`src/rtl/secded_pkg.sv`:
```
package secded_pkg;
  localparam int DATA_W    = 64;
  localparam int CHK_W     = 8;
  localparam int SYN_W     = CHK_W - 1;
  localparam int FIRST_POS = 5;
  localparam int POS_LIMIT = 1 << SYN_W;

  typedef struct packed {
    logic fixEn;
    logic flagEn;
  } ctrl_t;

  // Code position of every data bit, packed SYN_W bits per entry.
  function automatic logic [DATA_W*SYN_W-1:0] buildPosTable();
    logic [DATA_W*SYN_W-1:0] tbl;
    int cnt;
    tbl = '0;
    cnt = 0;
    for (int p = FIRST_POS; p < POS_LIMIT; p++) begin
      if (((p & (p - 1)) != 0) && (cnt < DATA_W)) begin
        tbl[cnt*SYN_W +: SYN_W] = SYN_W'(p);
        cnt++;
      end
    end
    return tbl;
  endfunction

  localparam logic [DATA_W*SYN_W-1:0] POS_TBL = buildPosTable();

  function automatic logic [CHK_W-1:0] encodeCheck(logic [DATA_W-1:0] d);
    logic [SYN_W-1:0] p;
    p = '0;
    for (int j = 0; j < DATA_W; j++) begin
      for (int i = 0; i < SYN_W; i++) begin
        if (POS_TBL[j*SYN_W + i]) p[i] = p[i] ^ d[j];
      end
    end
    return {(^d) ^ (^p), p};
  endfunction
endpackage

```
`src/rtl/secded_datapath.sv`:
```
module secded_datapath
  import secded_pkg::*;
(
  input  logic [DATA_W-1:0] rdData,
  input  logic [CHK_W-1:0]  rdChk,
  input  ctrl_t             strobes,
  output logic [DATA_W-1:0] fixedData,
  output logic              singleErr,
  output logic              doubleErr
);
  logic [CHK_W-1:0]  recomputed;
  logic [SYN_W-1:0]  syndrome;
  logic              parityOdd;
  logic [DATA_W-1:0] dataHit;
  logic              checkBitHit;
  logic              correctable;

  assign recomputed = encodeCheck(rdData);
  assign syndrome   = recomputed[SYN_W-1:0] ^ rdChk[SYN_W-1:0];
  assign parityOdd  = (^rdData) ^ (^rdChk);

  for (genvar j = 0; j < DATA_W; j++) begin : g_hit
    assign dataHit[j] = parityOdd && (syndrome == POS_TBL[j*SYN_W +: SYN_W]);
  end

  always_comb begin
    checkBitHit = parityOdd && ((syndrome == '0) || $onehot(syndrome));
    correctable = checkBitHit || (|dataHit);
    fixedData   = strobes.fixEn ? (rdData ^ dataHit) : rdData;
    singleErr   = strobes.flagEn && correctable;
    doubleErr   = strobes.flagEn && !correctable && (parityOdd || (syndrome != '0));
  end
endmodule

```
`config.mk`:
```
export PLATFORM = sky130hd
export DESIGN_NAME = secded_datapath
export DESIGN_NICKNAME = d
export VERILOG_FILES = /design/src/rtl/secded_pkg.sv /design/src/rtl/secded_datapath.sv
export SDC_FILE = /design/constraint.sdc
export NUM_CORES = 1
export LEC_CHECK = 0
export ABC_AREA = 1
export BUFFER_PORTS_ARGS = -buffer_cell sky130_fd_sc_hd__clkbuf_2
export CAP_MARGIN = 25
export CORE_AREA = 2 2 103 105
export DETAILED_ROUTE_END_ITERATION = 8
export DIE_AREA = 0 0 105 107
export GPL_TIMING_DRIVEN = 0
export PLACE_DENSITY = 0.76
export SYNTH_ARGS = -nofsm -noshare
export SYNTH_HDL_FRONTEND = slang
export SYNTH_SLANG_ARGS = --single-unit
```
`constraint.sdc`:
```
create_clock -name vclk -period 8
set_input_delay 1.6 -clock vclk [all_inputs]
set_output_delay 1.6 -clock vclk [all_outputs]
set_load 0.02 [all_outputs]
```
==> impl_metrics.csv, run 1 <==
group,metric,value,unit
cells_and_area,final_util,58.5,%
status,outcome,"finished clean",
global_route,grt_antenna_before_repair,0,
route,num_vias,6554,
yosys,synth_area_per_cell,4.99,um^2
timing,fin_crit_sh,94.7,%
yosys,synth.distinct_cells,33,
yosys,synth_area,0.00497,mm^2
placement,place.gp.congestion,1.02,
cells_and_area,nets,1217,
global_route,grt_max_degree,11,
global_route,grt_pass1_vias,5831,
worst_setup_path,critPathLaunchType,"input pin",
timing,rsz0062_at_grt,"no",
yosys,synth_warnings,0,
timing,worstMarginPinSlew,0.556,ns
worst_setup_path,crit_required,6.40,ns
worst_setup_path,slowest_stage,"fa_1",
route,drt_iter0_drc,644,
placement,dp_cells,1266,
cells_and_area,regArea,0,um^2
worst_setup_path,cp-end-kind,"output port",
power,power_leakage,3.66,nW
cells_and_area,drive_gt1_share,18.4,%
floorplan,die_y,107,um
worst_setup_path,arrival,5.98,ns
placement,port_buffers,135,
cells_and_area,finalNonFillerCells,1269,
global_route,grt-ovfl-total,0,
worst_setup_path,crit_path_frequent_cell,"nand2_1",
cells_and_area,syn_to_final_growth,18.8,%
worst_setup_path,crit_fanout,7,
floorplan,die_area,0.0112,mm^2
cells_and_area,clkbuf_count,0,
cells_and_area,final_area,0.00590,mm^2
global_route,grt_use_total,32.6,%
cells_and_area,seq_cell_count,0,
timing,fin_ws,0.424,ns
timing,max_slew_margin,62.9,%
power,vdd_drop_max,0.000347,V
cells_and_area,final_cell_mix,"nand2_1, clkbuf_2, nand3_1",
floorplan,top_level_ports,140,
route,postRouteAntennaNets,0,
route,drcViolationCount,0,
timing,hold_viol_final,0,
worst_setup_path,max_stage_delay,0.55,ns
floorplan,core_area,0.0101,mm^2
floorplan,die-width,105,um
placement,post-place-ws,0.185,ns
yosys,ys_seq_area_share,0,%
placement,dp.final_hpwl,16200,um
yosys,synth_nets,1077,
floorplan,start_util,49.2,%
timing,max_freq,132,MHz
cells_and_area,fillCellCount,1155,
route,drt-total-wl,18900,um
route,first_pass_iters,5,
timing,period_minus_slack,7.58,ns
route,viasPerCell,5.16,
route,wl_per_cell,14.9,um
flow_run,drv_cap,0,
power,pwr_density_cell,230,mW/mm^2
placement,placed_cell_area,0.00581,mm^2
cells_and_area,n_antenna_cell,0,
floorplan,rows,37,
yosys,netlist_instances,995,
cells_and_area,final_common_cell,"nand2_1",
global_route,grt_pass1_wl,29100,um
hold_path,hp-class,"in -> out",
timing,tns,0,ns
timing,setup_viol,0,
timing,drv_slew,0,
cells_and_area,multiInputGateArea,0.00447,mm^2
worst_setup_path,path_class,"in -> out",
cells in the mapped netlist, types with 5 or more instances:
master	instances	area share, %
xnor2_1	54	9.5
xor2_1	94	17
ha_1	5	1.3
buf_2	7	0.71
inv_2	19	1.4
nand3_2	5	1.0
o21ai_0	17	1.7
nor2_1	95	7.2
nand3_1	115	12
a21oi_1	14	1.4
nand2_2	14	1.8
nand2_1	414	31
inv_1	101	7.6
nand3b_1	7	1.1
report_power, final:
group          switching (mW)  total [mW]  leakage (nW)  internal [mW]
Combinational           0.909        1.36          3.66          0.451
Clock                       0           0             0              0
Sequential                  0           0             0              0
layout make-up:
| type | instances | area share (%) |
|---|---|---|
| multi-input cells | 855 | 75.8 |
| repair buffers | 138 | 11.8 |
| inverters | 122 | 7.76 |
| well taps | 136 | 2.88 |
| plain buffers | 18 | 1.74 |
logic make-up after synthesis:
kind of cell	after synthesis	share of synthesized area, %
AND/OR/NAND/NOR	664	56.3
AO/OA/AOI/OAI	34	3.55
buffers and inverters	140	11.3
adder cells (fa/ha/maj)	8	2.47
XOR/XNOR	149	26.4
path summary, 6_finish.rpt:
kind	slack [ns]	to	cells after the start	start
worst min-delay path	3.51	singleErr	4	strobes[0]
worst max-delay path	0.42	doubleErr	30	rdData[55]
metal layers:
layer,up-vias,global-route usage (%),routed length (um)
li1,3314,-,-
met1,2920,42.8,7820
met2,272,57.8,8850
met3,48,1.40,1470
met4,0,9.43,747
met5,-,0,0
critical path: cells and delay by family:
kind            cells  cell delay, ns
buf+inv             6            0.62
simple gates       19            1.82
compound gates      1            0.07
fa+ha+maj           4            1.89
stage by stage:
stage	total power, mW	hold WS, ns
2_1_floorplan	0.910	3.32
5_1_grt	1.51	3.53
3_5_place_dp	1.28	3.51
4_1_cts	1.28	3.51
3_3_place_gp	1.27	3.51
6_report	1.36	3.51
timing repair:
action	CTS	global route
gates resized for setup	0	13
setup buffers	0	3
hold buffers	0	0
setup endpoints to repair	0	2
(Power assumes the default switching activity.)
==> run 2: changes to the inputs <==
--- a/config.mk
+++ b/config.mk
@@ -12,7 +12,7 @@
 export DETAILED_ROUTE_END_ITERATION = 8
 export DIE_AREA = 0 0 105 107
 export GPL_TIMING_DRIVEN = 0
-export PLACE_DENSITY = 0.76
+export PLACE_DENSITY = 0.79
 export SYNTH_ARGS = -nofsm -noshare
 export SYNTH_HDL_FRONTEND = slang
 export SYNTH_SLANG_ARGS = --single-unit
==> impl_metrics.csv, run 2 (synthesis gave the netlist of run 1 again) <==
group,metric,value,unit
placement,port_buffers,135,
worst_setup_path,crit_fanout,4,
power,clockPowerShare,0,%
route,wl_per_cell,14.7,um
timing,tns,0,ns
cells_and_area,fillCellCount,1123,
worst_setup_path,crit_path_frequent_cell,"nor2_1",
route,drt_iter0_drc,474,
cells_and_area,regArea,0,um^2
cells_and_area,final_common_cell,"nand2_1",
worst_setup_path,crit_chain,"clkbuf_2, xnor2_2, xor2_1, xnor2_1, xnor2_1, xnor2_1, xor2_2, fa_1, inv_1, fa_1, ha_1, nand2_1, nand2_1, fa_1, nor2_1, nand3_1, a21oi_1, nor2_1, nand3_1, nor2_1, nand3_1, nor2_1, clkbuf_2",
floorplan,start_util,49.2,%
hold_path,hp-class,"in -> out",
power,switching_share,66.7,%
worst_setup_path,arrival,5.99,ns
flow_run,drv_cap,0,
timing,fin_crit_sh,94.8,%
route,drcViolationCount,0,
timing,drv_slew,0,
floorplan,die_y,107,um
floorplan,die_area,0.0112,mm^2
cells_and_area,nets,1217,
cells_and_area,final_util,58.2,%
cells_and_area,drive_gt1_share,17.9,%
route,postRouteAntennaNets,0,
timing,max_slew_margin,64.4,%
worst_setup_path,crit_end,"doubleErr",
timing,rsz0062_at_grt,"no",
route,drt-total-wl,18600,um
timing,max_freq,132,MHz
status,outcome,"finished clean",
worst_setup_path,crit_required,6.40,ns
route,viasPerCell,5.07,
power,p_comb_share,100.0,%
floorplan,rows,37,
cells_and_area,syn_to_final_growth,18.3,%
floorplan,core_area,0.0101,mm^2
worst_setup_path,cp-end-kind,"output port",
power,power_leakage,3.65,nW
worst_setup_path,path_class,"in -> out",
global_route,grt_antenna_before_repair,0,
global_route,grt-ovfl-total,0,
placement,place.gp.congestion,1.00,
cells_and_area,seq_cell_count,0,
worst_setup_path,critPathLaunch,"rdData[27]",
power,vdd_drop_max,0.000335,V
power,switchingPower,0.893,mW
cells_and_area,multiInputGateArea,0.00445,mm^2
cells_and_area,n_antenna_cell,0,
worst_setup_path,max_stage_delay,0.53,ns
global_route,grt_pass1_vias,5736,
route,first_pass_iters,5,
placement,dp.final_hpwl,16000,um
global_route,grt_pass1_wl,28700,um
cells_and_area,final_cell_mix,"nand2_1, clkbuf_2, nand3_1",
route,num_vias,6439,
cells_and_area,clkbuf_count,0,
timing,worstMarginPinSlew,0.534,ns
timing,hold_ws,3.50,ns
timing,setup_viol,0,
timing,period_minus_slack,7.59,ns
timing,hold_viol_final,0,
floorplan,top_level_ports,140,
worst_setup_path,critPathLaunchType,"input pin",
power,intPower,0.446,mW
worst_setup_path,slowest_stage,"fa_1",
power,p_seq_share,0,%
global_route,grt_max_degree,11,
floorplan,die-width,105,um
power,pwr_density_cell,228,mW/mm^2
global_route,grt_use_total,32.3,%
## run 2: cell counts in the layout (fill, tap and decap cells not counted)
Identical to the previous run, type by type.
## run 2: power groups by stage
stage	Clock (mW)	Combinational, mW	Sequential (mW)
2_1_floorplan	0	0.910	0
6_report	0	1.34	0
3_3_place_gp	0	1.26	0
5_1_grt	0	1.48	0
3_5_place_dp	0	1.26	0
4_1_cts	0	1.27	0
## run 2: cell type report
| type | instances | share of cell area (%) |
|---|---|---|
| multi-input combinational | 855 | 75.7 |
| inverter | 122 | 7.79 |
| timing repair buffer | 138 | 11.9 |
| buffer | 18 | 1.75 |
| tap | 136 | 2.90 |
## run 2: worst min path at each step
stage	from	endpoint	slack, ns	depth (start not counted)
after floorplan	strobes[0]	singleErr	3.32	2
after global placement	strobes[0]	singleErr	3.50	4
after detailed placement	strobes[0]	singleErr	3.51	4
after CTS	strobes[0]	singleErr	3.51	4
after global routing	strobes[0]	singleErr	3.53	4
final	strobes[0]	singleErr	3.50	4
## run 2: what timing repair did
item,4_1_cts,5_1_grt
endpoints found under the hold margin,0,0
resized for setup,0,7
hold buffers,0,0
setup endpoints to repair,0,2
buffers inserted,0,3
## run 2: worst max-delay path: cells and delay by family
| family | cells | cell delay, ns |
|---|---|---|
| simple gates | 9 | 0.82 |
| fa+ha+maj | 4 | 1.82 |
| buf+inv | 3 | 0.39 |
| xor+xnor | 6 | 1.28 |
| compound gates | 1 | 0.07 |
## run 2: through the flow
step           instance area (um^2)  instances  worst slack, ns  power [mW]
2_1_floorplan                  4970        995            0.800       0.910
5_1_grt                        5880       1269           0.0251        1.48
3_5_place_dp                   5810       1266            0.101        1.26
3_3_place_gp                   5810       1266            0.177        1.26
6_report                       5880       1269            0.413        1.34
4_1_cts                        5810       1266           0.0896        1.27
## run 2: metal layers
metal  GRT usage [%]  wire, um  vias up
met5               0         0        -
li1                -         -     3318
met3            3.34      1380       38
met2            57.0      8720      229
met1            41.1      7810     2854
met4            10.5       706        0
==> run 3: changes to the inputs <==
--- a/config.mk
+++ b/config.mk
@@ -12,7 +12,7 @@
 export DETAILED_ROUTE_END_ITERATION = 8
 export DIE_AREA = 0 0 105 107
 export GPL_TIMING_DRIVEN = 0
-export PLACE_DENSITY = 0.79
+export PLACE_DENSITY = 0.87
 export SYNTH_ARGS = -nofsm -noshare
 export SYNTH_HDL_FRONTEND = slang
 export SYNTH_SLANG_ARGS = --single-unit
==> constraint.sdc (replaced) <==
create_clock -name vclk -period 8
set_input_delay 1.6 -clock vclk [all_inputs]
set_output_delay 1.6 -clock vclk [all_outputs]
set_load 0.1 [all_outputs]
==> impl_metrics.csv, run 3 (synthesis gave the netlist of run 1 again) <==
group,metric,value,unit
status,outcome,"finished clean",
floorplan,rows,37,
power,vdd_drop_max,0.00104,V
power,intPower,0.456,mW
timing,drv_slew,0,
power,p_seq_share,0,%
cells_and_area,n_antenna_cell,0,
cells_and_area,final_common_cell,"nand2_1",
route,postRouteAntennaNets,0,
cells_and_area,seq_cell_count,0,
hold_path,hold_depth,4,
placement,placed_cell_area,0.00582,mm^2
global_route,grt_max_degree,11,
power,p_comb_share,100.0,%
placement,dp_cells,1266,
power,pwr_density_cell,280,mW/mm^2
cells_and_area,multiInputGateArea,0.00444,mm^2
timing,period_minus_slack,7.70,ns
worst_setup_path,max_stage_delay,0.56,ns
cells_and_area,final_cell_mix,"nand2_1, clkbuf_2, nand3_1",
route,first_pass_iters,5,
timing,hold_ws,3.56,ns
global_route,grt_use_total,32.0,%
floorplan,die_area,0.0112,mm^2
worst_setup_path,arrival,6.10,ns
cells_and_area,final_area,0.00586,mm^2
placement,dp.final_hpwl,15900,um
worst_setup_path,crit_required,6.40,ns
placement,port_buffers,135,
floorplan,die-width,105,um
cells_and_area,drive_gt1_share,17.8,%
cells_and_area,clkbuf_count,0,
global_route,grt_pass1_wl,28800,um
cells_and_area,regArea,0,um^2
floorplan,die_y,107,um
floorplan,top_level_ports,140,
route,num_vias,6569,
floorplan,start_util,49.2,%
power,clockPowerShare,0,%
route,drt_iter0_drc,545,
worst_setup_path,slowest_stage,"fa_1",
route,drcViolationCount,0,
power,switchingPower,1.19,mW
cells_and_area,finalNonFillerCells,1267,
route,wl_per_cell,14.6,um
global_route,grt_pass1_vias,5821,
cells_and_area,nets,1215,
worst_setup_path,crit_fanout,7,
worst_setup_path,path_class,"in -> out",
worst_setup_path,cp-end-kind,"output port",
global_route,grt_antenna_before_repair,0,
route,viasPerCell,5.18,
timing,max_slew_margin,63.2,%
placement,place.gp.congestion,1.05,
global_route,grt-ovfl-total,0,
worst_setup_path,crit_path_frequent_cell,"nand2_1",
cells_and_area,fillCellCount,1103,
power,switching_share,72.2,%
timing,hold_viol_final,0,
timing,max_freq,130,MHz
cells_and_area,syn_to_final_growth,18.1,%
timing,fin_crit_sh,96.2,%
timing,worstMarginPinSlew,0.555,ns
timing,setup_viol,0,
flow_run,drv_cap,0,
floorplan,core_area,0.0101,mm^2
power,power_leakage,3.63,nW
route,drt-total-wl,18500,um
hold_path,hp-class,"in -> out",
worst_setup_path,critPathLaunchType,"input pin",
run 3: worst paths after layout:
path         to  slack (ns)       start
max   doubleErr        0.30  rdData[55]
min   singleErr        3.56  strobes[0]
run 3: routing by layer:
| layer | track usage, % | part of all wire (%) | up-vias |
|---|---|---|---|
| met5 | 0 | 0 | - |
| met4 | 10.7 | 3.9 | 0 |
| met3 | 3.40 | 8.1 | 52 |
| met2 | 57.0 | 48 | 266 |
| met1 | 40.0 | 40 | 2936 |
| li1 | - | - | 3315 |
run 3: worst max-delay path, delay by kind of cell:
family                     cells  cell delay [ns]
and+or+nand+nor               19             1.77
AOI/OAI and AO/OA              1             0.08
buffers and inverters          6             0.73
adders and majority gates      4             1.89
run 3: final cells by class:
type | count | share of cell area, %
Timing Repair Buffer | 136 | 11.9
Multi-Input combinational cell | 855 | 75.7
Buffer | 18 | 1.75
Tap cell | 136 | 2.90
Inverter | 122 | 7.81
run 3: through the flow:
stage	worst slack [ns]	power, mW	utilization [%]	TNS, ns
detailed placement	-0.115	1.55	57.6	-0.228
global route	-0.00323	1.77	58.1	-0.00323
CTS	0.00604	1.57	57.7	0
global placement	-0.0987	1.54	57.6	-0.197
finish	0.304	1.64	58.1	0
floorplan	0.281	1.20	-	0
run 3: power by group through the flow:
stage	clock network, mW	logic, mW	registers (mW)
finish	0	1.64	0
global route	0	1.77	0
CTS	0	1.57	0
detailed placement	0	1.55	0
global placement	0	1.54	0
floorplan	0	1.20	0
run 3: what timing repair did:
| action | CTS | global route |
|---|---|---|
| cloned | 0 | 0 |
| buffers inserted | 0 | 1 |
| setup endpoints to repair | 2 | 2 |
| hold buffers | 0 | 0 |
| resized for setup | 2 | 9 |
